<file path="config.mk">
export PLATFORM = sky130hd
export DESIGN_NAME = mcu_core
export DESIGN_NICKNAME = d
export VERILOG_FILES = /design/src/rtl/mcu_pkg.sv /design/src/rtl/mcu_seq.sv /design/src/rtl/mcu_dp.sv /design/src/rtl/mcu_core.sv
export SDC_FILE = /design/constraint.sdc
export NUM_CORES = 1
export LEC_CHECK = 0
export ABC_AREA = 1
export CAP_MARGIN = 0
export CELL_PAD_IN_SITES_DETAIL_PLACEMENT = 0
export CELL_PAD_IN_SITES_GLOBAL_PLACEMENT = 2
export CORE_MARGIN = 2
export CORE_UTILIZATION = 25
export CTS_CLUSTER_DIAMETER = 150
export DETAILED_ROUTE_END_ITERATION = 6
export MAX_ROUTING_LAYER = met4
export PLACE_DENSITY = 0.83
export SLEW_MARGIN = 20
export SYNTH_ARGS = -nofsm -noshare
export SYNTH_HDL_FRONTEND = slang
export SYNTH_HIERARCHICAL = 1
export SYNTH_SLANG_ARGS = --single-unit
</file>
<file path="constraint.sdc">
create_clock -name clk -period 1.9 [get_ports clk]
set_clock_uncertainty 0.05 [all_clocks]
set_input_delay 0.475 -clock clk [delete_from_list [all_inputs] [get_ports clk]]
set_output_delay 0.475 -clock clk [all_outputs]
set_load 0.03 [all_outputs]
</file>
<file path="src/rtl/mcu_pkg.sv">
package mcu_pkg;
    localparam int OPC_W  = 4;
    localparam int ADDR_W = 11;
    localparam int WORD_W = OPC_W + 1 + ADDR_W;
    localparam int IND_POS = ADDR_W;
    localparam int OPC_LSB = ADDR_W + 1;
    localparam int STEP_W = 3;

    localparam logic [OPC_W-1:0] OP_ADD = 4'h1;
    localparam logic [OPC_W-1:0] OP_ISZ = 4'h2;
    localparam logic [OPC_W-1:0] OP_BSA = 4'h3;

    typedef enum logic [1:0] {
        PH_FETCH = 2'b00,
        PH_IND   = 2'b01,
        PH_EXEC  = 2'b10,
        PH_INTR  = 2'b11
    } phase_e;

    // one bit per register transfer the sequencer can request in a step
    typedef struct packed {
        logic mar_pc;
        logic mar_ir;
        logic mar_save;
        logic mbr_mem;
        logic mbr_pc;
        logic mbr_inc;
        logic ir_load;
        logic ir_addr;
        logic pc_inc;
        logic pc_ir;
        logic pc_vec;
        logic pc_skipz;
        logic acc_add;
        logic rd;
        logic wr;
        logic ack;
    } ctl_t;
endpackage

</file>
<file path="src/rtl/mcu_seq.sv">
module mcu_seq
    import mcu_pkg::*;
(
    input  logic              clk,
    input  logic              rst,
    input  logic [OPC_W-1:0]  opcode,
    input  logic              ind_bit,
    input  logic              irq_pend,
    output phase_e            phase,
    output logic [STEP_W-1:0] step,
    output ctl_t              ctl
);
    logic   last;
    phase_e nxt;

    // state register: phase code and step counter
    always_ff @(posedge clk) begin
        if (rst) begin
            phase <= PH_FETCH;
            step  <= '0;
        end else if (last) begin
            phase <= nxt;
            step  <= '0;
        end else begin
            step  <= step + 1'b1;
        end
    end

    // output decode: transfer group per phase and step
    always_comb begin
        ctl  = '0;
        last = 1'b0;
        unique case (phase)
            PH_FETCH: begin
                case (step)
                    3'd0:    ctl.mar_pc = 1'b1;
                    3'd1:    begin ctl.rd = 1'b1; ctl.pc_inc = 1'b1; end
                    3'd2:    ctl.mbr_mem = 1'b1;
                    default: begin ctl.ir_load = 1'b1; last = 1'b1; end
                endcase
            end
            PH_IND: begin
                case (step)
                    3'd0:    ctl.mar_ir = 1'b1;
                    3'd1:    ctl.rd = 1'b1;
                    3'd2:    ctl.mbr_mem = 1'b1;
                    default: begin ctl.ir_addr = 1'b1; last = 1'b1; end
                endcase
            end
            PH_EXEC: begin
                if (opcode == OP_ADD || opcode == OP_ISZ) begin
                    case (step)
                        3'd0: ctl.mar_ir = 1'b1;
                        3'd1: ctl.rd = 1'b1;
                        3'd2: ctl.mbr_mem = 1'b1;
                        3'd3: begin
                            if (opcode == OP_ADD) begin
                                ctl.acc_add = 1'b1;
                                last = 1'b1;
                            end else begin
                                ctl.mbr_inc = 1'b1;
                            end
                        end
                        default: begin ctl.wr = 1'b1; ctl.pc_skipz = 1'b1; last = 1'b1; end
                    endcase
                end else if (opcode == OP_BSA) begin
                    case (step)
                        3'd0:    begin ctl.mar_ir = 1'b1; ctl.mbr_pc = 1'b1; end
                        3'd1:    begin ctl.pc_ir = 1'b1; ctl.wr = 1'b1; end
                        default: begin ctl.pc_inc = 1'b1; last = 1'b1; end
                    endcase
                end else begin
                    last = 1'b1;
                end
            end
            PH_INTR: begin
                case (step)
                    3'd0:    ctl.mbr_pc = 1'b1;
                    3'd1:    begin ctl.mar_save = 1'b1; ctl.pc_vec = 1'b1; end
                    default: begin ctl.wr = 1'b1; ctl.ack = 1'b1; last = 1'b1; end
                endcase
            end
        endcase
    end

    always_comb begin
        nxt = phase;
        unique case (phase)
            PH_FETCH: nxt = ind_bit ? PH_IND : PH_EXEC;
            PH_IND:   nxt = PH_EXEC;
            PH_EXEC:  nxt = irq_pend ? PH_INTR : PH_FETCH;
            PH_INTR:  nxt = PH_FETCH;
        endcase
    end

    p_ind_to_exec_r3: assert property (@(posedge clk) disable iff (rst)
        ($past(phase) == PH_IND && phase != PH_IND) |-> phase == PH_EXEC);
    p_intr_to_fetch_r3: assert property (@(posedge clk) disable iff (rst)
        ($past(phase) == PH_INTR && phase != PH_INTR) |-> phase == PH_FETCH);
    p_intr_gated_r9: assert property (@(posedge clk) disable iff (rst)
        ($past(phase) == PH_EXEC && phase == PH_INTR) |-> $past(irq_pend));
endmodule

</file>
<file path="src/rtl/mcu_dp.sv">
module mcu_dp
    import mcu_pkg::*;
#(
    parameter logic [ADDR_W-1:0] SAVE_ADDR = 11'h7F0,
    parameter logic [ADDR_W-1:0] VEC_ADDR  = 11'h7E0
) (
    input  logic              clk,
    input  logic              rst,
    input  ctl_t              ctl,
    input  logic [WORD_W-1:0] mem_rdata,
    output logic [ADDR_W-1:0] mar,
    output logic [WORD_W-1:0] mbr,
    output logic [WORD_W-1:0] ir,
    output logic [ADDR_W-1:0] pc,
    output logic [WORD_W-1:0] acc
);
    localparam int PAD_W = WORD_W - ADDR_W;

    logic mbr_zero;
    assign mbr_zero = (mbr == '0);

    always_ff @(posedge clk) begin
        if (rst) begin
            mar <= '0;
            mbr <= '0;
            ir  <= '0;
            pc  <= '0;
            acc <= '0;
        end else begin
            if (ctl.mar_pc)        mar <= pc;
            else if (ctl.mar_ir)   mar <= ir[ADDR_W-1:0];
            else if (ctl.mar_save) mar <= SAVE_ADDR;

            if (ctl.mbr_mem)       mbr <= mem_rdata;
            else if (ctl.mbr_pc)   mbr <= {{PAD_W{1'b0}}, pc};
            else if (ctl.mbr_inc)  mbr <= mbr + 1'b1;

            if (ctl.ir_load)       ir <= mbr;
            else if (ctl.ir_addr)  ir[ADDR_W-1:0] <= mbr[ADDR_W-1:0];

            if (ctl.pc_vec)        pc <= VEC_ADDR;
            else if (ctl.pc_ir)    pc <= ir[ADDR_W-1:0];
            else if (ctl.pc_inc || (ctl.pc_skipz && mbr_zero))
                                   pc <= pc + 1'b1;

            if (ctl.acc_add)       acc <= acc + mbr;
        end
    end

    p_no_mbr_ir_clash_r11: assert property (@(posedge clk) disable iff (rst)
        !(ctl.mbr_mem && (ctl.ir_load || ctl.ir_addr)));
    p_vector_load_r10: assert property (@(posedge clk) disable iff (rst)
        ctl.pc_vec |=> pc == VEC_ADDR);
    p_noskip_hold_r6: assert property (@(posedge clk) disable iff (rst)
        (ctl.pc_skipz && !mbr_zero) |=> $stable(pc));
endmodule

</file>
<file path="src/rtl/mcu_core.sv">
module mcu_core
    import mcu_pkg::*;
#(
    parameter logic [ADDR_W-1:0] SAVE_ADDR = 11'h7F0,
    parameter logic [ADDR_W-1:0] VEC_ADDR  = 11'h7E0
) (
    input  logic              clk,
    input  logic              rst,
    output logic [ADDR_W-1:0] mem_addr,
    output logic              mem_rd,
    output logic              mem_wr,
    output logic [WORD_W-1:0] mem_wdata,
    input  logic [WORD_W-1:0] mem_rdata,
    input  logic              irq_req,
    input  logic              irq_en,
    output logic              irq_ack,
    output logic [WORD_W-1:0] acc_q,
    output logic [ADDR_W-1:0] pc_q,
    output logic [1:0]        phase_q
);
    phase_e            phase;
    logic [STEP_W-1:0] step;
    ctl_t              ctl;
    logic [ADDR_W-1:0] mar;
    logic [WORD_W-1:0] mbr;
    logic [WORD_W-1:0] ir;

    mcu_seq u_seq (
        .clk      (clk),
        .rst      (rst),
        .opcode   (ir[WORD_W-1:OPC_LSB]),
        .ind_bit  (mbr[IND_POS]),
        .irq_pend (irq_req && irq_en),
        .phase    (phase),
        .step     (step),
        .ctl      (ctl)
    );

    mcu_dp #(
        .SAVE_ADDR (SAVE_ADDR),
        .VEC_ADDR  (VEC_ADDR)
    ) u_dp (
        .clk       (clk),
        .rst       (rst),
        .ctl       (ctl),
        .mem_rdata (mem_rdata),
        .mar       (mar),
        .mbr       (mbr),
        .ir        (ir),
        .pc        (pc_q),
        .acc       (acc_q)
    );

    assign mem_addr  = mar;
    assign mem_wdata = mbr;
    assign mem_rd    = ctl.rd;
    assign mem_wr    = ctl.wr;
    assign irq_ack   = ctl.ack;
    assign phase_q   = phase;

    p_rd_wr_excl_r11: assert property (@(posedge clk) disable iff (rst)
        !(mem_rd && mem_wr));
    p_ack_then_fetch_r10: assert property (@(posedge clk) disable iff (rst)
        irq_ack |=> phase_q == PH_FETCH);
    p_ind_flag_held_r4: assert property (@(posedge clk) disable iff (rst)
        (phase == PH_IND && step != '0) |-> ir[IND_POS]);
    p_step_bound_r2: assert property (@(posedge clk) disable iff (rst)
        (phase == PH_FETCH) |-> step < 3'd4);
endmodule

</file>
======== After elaboration in Yosys (flattened, before gate mapping) ========
Index checks and enable logic that the tools add are counted.
word-level totals
  bits of input ports ..................... 20
  bits in registers ....................... 75
  output and inout port bits .............. 59
cells by class
  muxes and demuxes ....................... 53
  eq/ne operators ......................... 9
  add/sub/neg operators ................... 4
  reduce and logical (&&, ||, !) cells .... 18
operator list
  operator               number
  $mux 11                8
  $mux 16                3
  $mux 1                 26
  $add 16x1->16 const B  1
  $add 16x16->16         1
  $logic_not 16->1       1
  $pmux 1 s2             7
  $mux 2                 6
  $add 11x1->11 const B  1
  $reduce_bool 3->1      3
  $eq 4x2->1 const B     2
  $pmux 2 s4             1
  $reduce_or 2->1        4
  $eq 3x2->1 const B     2
  $eq 2x2->1 const B     2
  $eq 4x1->1 const B     1
  $reduce_bool 2->1      2
  $reduce_or 4->1        1
  $add 3x1->3 const B    1
  $eq 3x1->1 const B     1
  $logic_not 3->1        1
  $mux 3                 1
  $pmux 1 s3             1
  $reduce_or 3->1        1
  other kinds (4)        6

======== Longest topological paths before layout ========
  depth in word-level cells ............... 10
  mapped depth ............................ 13
  mapped depth without buffers ............ 13

======== Modules after synthesis ========
The synthesis kept the hierarchy.
modules (own cells, without submodules)
  module    cells an instance  seq. area each (um^2)  area an instance (um^2)  instances
  mcu_dp    693                1,401.3                4,388.0                  1
  mcu_seq   93                 100.1                  616.8                    1
  mcu_core  2                  0.0                    7.5                      1

======== Worst setup path after synthesis ========
No wires, ideal clock.
  path type ............................... register to register
  start ................................... register u_seq.phase[1]
  end ..................................... register u_dp.mbr[0]
  required time ........................... 1,734 ps
  period minus slack after synthesis ...... 2,240 ps
  data arrival time ....................... 2,074 ps
  setup time .............................. 116 ps
  cell stages (with the launch flop) ...... 11
  buffers on the path ..................... 0
  path slack .............................. -340 ps
  cell sequence ........................... dfxtp_1 > ha_1 > inv_1 > nor2_1 > inv_2 > a21oi_1 > clkinv_1 > nand2_1 > a31oi_1 > o211ai_1 > inv_1
RTL lines
  item                      line           RTL
  start: declaration        mcu_seq.sv:9   output phase_e phase,
  start signal: assignment  mcu_seq.sv:22  phase <= nxt;
  end signal: assignment    mcu_dp.sv:34   if (ctl.mbr_mem) mbr <= mem_rdata;
  end signal: assignment    mcu_dp.sv:35   else if (ctl.mbr_pc) mbr <= {{PAD_W{1'b0}}, pc};
  end signal: assignment    mcu_dp.sv:36   else if (ctl.mbr_inc) mbr <= mbr + 1'b1;
  end: declaration          mcu_dp.sv:12   output logic [WORD_W-1:0] mbr,

======== Worst setup path after layout ========
  start ................................... register u_seq.step[0]
  end ..................................... output port mem_wr
on the way
  longest elaborated chain between the ends .. 5
ends and longest elaborated chain
  item                                                 line                          RTL
  start: declaration                                   mcu_seq.sv:10                 output logic [STEP_W-1:0] step,
  start signal: assignment                             mcu_seq.sv:25                 step <= step + 1'b1;
  $eq 3x2->1 (tied with other cells)                   mcu_seq.sv:52                 case (step)
  $reduce_or 4->1 (no line) or $mux 1 (tied branches)  -
  $mux 1, on equally long branches                     mcu_seq.sv:52, mcu_seq.sv:66
  $mux 1                                               mcu_seq.sv:51                 if (opcode == OP_ADD || opcode == OP_ISZ) begin
  $pmux 1 s2 *                                         mcu_seq.sv:33                 unique case (phase)
  end: declaration                                     mcu_core.sv:11                output logic mem_wr,
Mark *: on every way between the ends. The rest lies on a longest branch, timed or not.

==> results.cfg <==
[yosys]
synth_cells = 785
syn_avg_cell_area_sq_um = 6.35
netlist_area_sq_um = 4980
yosys_warnings = 6
syn-num-nets = 833

[drt]
drtIter0Drc = 278
num_vias = 5594
drt-total-wl_um = 18200
via_per_inst = 4.58
postRouteAntennaNets = 0
first_pass_iters = 5
drcViolationCount = 0
wl_per_cell_um = 14.9

[critical_path]
critPathRequiredTime_ns = 1.37
cp_common_cell = ha_4
crit_fanout = 4
path_cells = ha_4, ha_4, a21oi_2, nand2_2, nor2_2, or3_4, buf_6
critPathBufInv = 1
cp-end-kind = primary output
worst-setup-path-type = register to primary output
worst_path_max_delay_cell = dfxtp_4
worstSetupStartpointType = register
critPathTopFamily = simple AND/OR/NAND/NOR gates
cpPeakStageDelay_ns = 0.40
worstPathArrival_ns = 1.65

[worst_hold_path]
min_path_type = register to register

[final_layout]
antenna_cells = 0
nNetsFinal = 1000
drive_above_1_share = 0.251
area_delta_synth_final_pct = 53.9
instances_no_fill = 1222

[placement]
place.gp.congestion = 0.829
port_buffers = 78
numPlacedInstances = 1174
hpwl_um = 13300

[floorplan]
start_util = 0.255
core_sq_um = 19500
pin_count = 79
fp-row-count = 51
die_area_sq_um = 21100
fp.dieH_um = 145
fp.dieW_um = 145

[pwr]
power.total_mw = 10.5
leakage_nw = 3.73
max-vdd-ir-drop_v = 0.000493
p_per_area_nw_per_um2 = 1360

[sta]
rsz0062_at_grt = yes
slew_violations = 0
worst_pin_slew_ns = 0.381
fmax_mhz = 460
finalHoldViolCount = 0
setup_ws_ns = -0.273
tns_ns = -0.533
fin_crit_sh = 1.14
period_minus_slack_ns = 2.17
finalSetupViolCount = 3
maxSlewHeadroom = 0.744

[clocking]
clk_latency_ns = 0.35
clk_pin_slew_ns = 0.07
cts_inserted_buffers = 9
clockBufferDepth = 2
cts_tree = yes
cts_root_buf = clkbuf_16
clock_sinks = 74
cts_max_level = 3

[global_routing]
overflow = 0
grt_first_pass_wirelength_um = 27700
grt_pass1_vias = 5149
grt_start_max_net_pins = 50
antenna_found_initial = 0
grt.total_usage = 0.169

[run_status]
status = finished, violations left
violations = negative setup slack

[flow_run]
maxCapViolCount = 0
-- final cells by class --
type	count	area, sq um
Fill cell	2118	11900
Multi-Input combinational cell	577	3420
Timing Repair Buffer	175	1630
Sequential cell	74	1510
Inverter	115	454
Tap cell	265	332
Clock buffer	12	289
Clock inverter	4	35.0
-- per-layer routing --
metal | wire length [um] | global-route usage | vias to the layer above
li1 | - | - | 2880
met1 | 8560 | 0.223 | 2578
met2 | 8700 | 0.274 | 116
met3 | 718 | 0.0321 | 20
met4 | 238 | 0.0328 | 0
met5 | 0 | - | -
-- worst min-delay path, delay by kind of cell, from the launching register on --
family | cells | cell delay, ns
compound gates | 1 | 0.05
flops | 1 | 0.31
simple gates | 1 | 0.06
-- where the power goes --
group / internal [mW] / total [mW] / leakage, nW / switching [mW]
Sequential: 1.99 / 2.40 / 0.609 / 0.413
Clock: 1.10 / 1.86 / 0.160 / 0.766
Combinational: 2.49 / 6.19 / 2.96 / 3.70
-- final timing paths --
path                       from           end  slack [ns]  cells after the start
setup / recovery  u_seq/step[0]        mem_wr       -0.27                      7
hold / removal      u_dp/mar[2]   u_dp/mar[2]        0.41                      2
setup reg to reg    u_dp/ir[14]  u_dp/mbr[10]        0.01                     12
hold reg to reg     u_dp/mar[2]   u_dp/mar[2]        0.41                      2
-- cells in the final DEF (no fill, tap or decap), types with 12 or more instances in the layout --
| master | n |
|---|---|
| a21oi_1 | 56 |
| a21oi_2 | 14 |
| buf_4 | 72 |
| buf_6 | 20 |
| clkbuf_16 | 13 |
| clkdlybuf4s50_1 | 19 |
| dfxtp_1 | 63 |
| dlygate4sd2_1 | 49 |
| ha_1 | 16 |
| inv_1 | 94 |
| inv_2 | 13 |
| nand2_1 | 160 |
| nand3_1 | 50 |
| nor2_1 | 95 |
| nor2_4 | 12 |
| o21ai_0 | 42 |
| o21ai_1 | 18 |
-- flip-flops by register name, indices dropped and copies added, names as in the netlist --
register,flops
u_dp/acc,16
u_dp/mbr,16
u_dp/ir,15
u_dp/mar,11
u_dp/pc,11
u_seq/step,3
u_seq/phase,2
-- through the flow --
step,hold slack [ns],worst slack (ns),util,area [sq um]
2_1_floorplan,0.395,-0.0211,-,5010
3_5_place_dp,0.406,-0.132,0.336,6560
3_3_place_gp,0.403,-0.0437,0.336,6560
4_1_cts,0.416,-0.313,0.368,7190
6_report,0.407,-0.273,0.393,7670
5_1_grt,0.422,-0.344,0.393,7670
-- repair_timing --
action                                  in CTS  in global routing
setup buffers                               14                 14
gates resized for setup                    122                 88
hold buffers                                 0                  0
endpoints found under the setup margin      88                 66
pin swaps                                   14                 35
cloned                                       1                  6
Note: power is estimated with default switching activity, not from simulation.
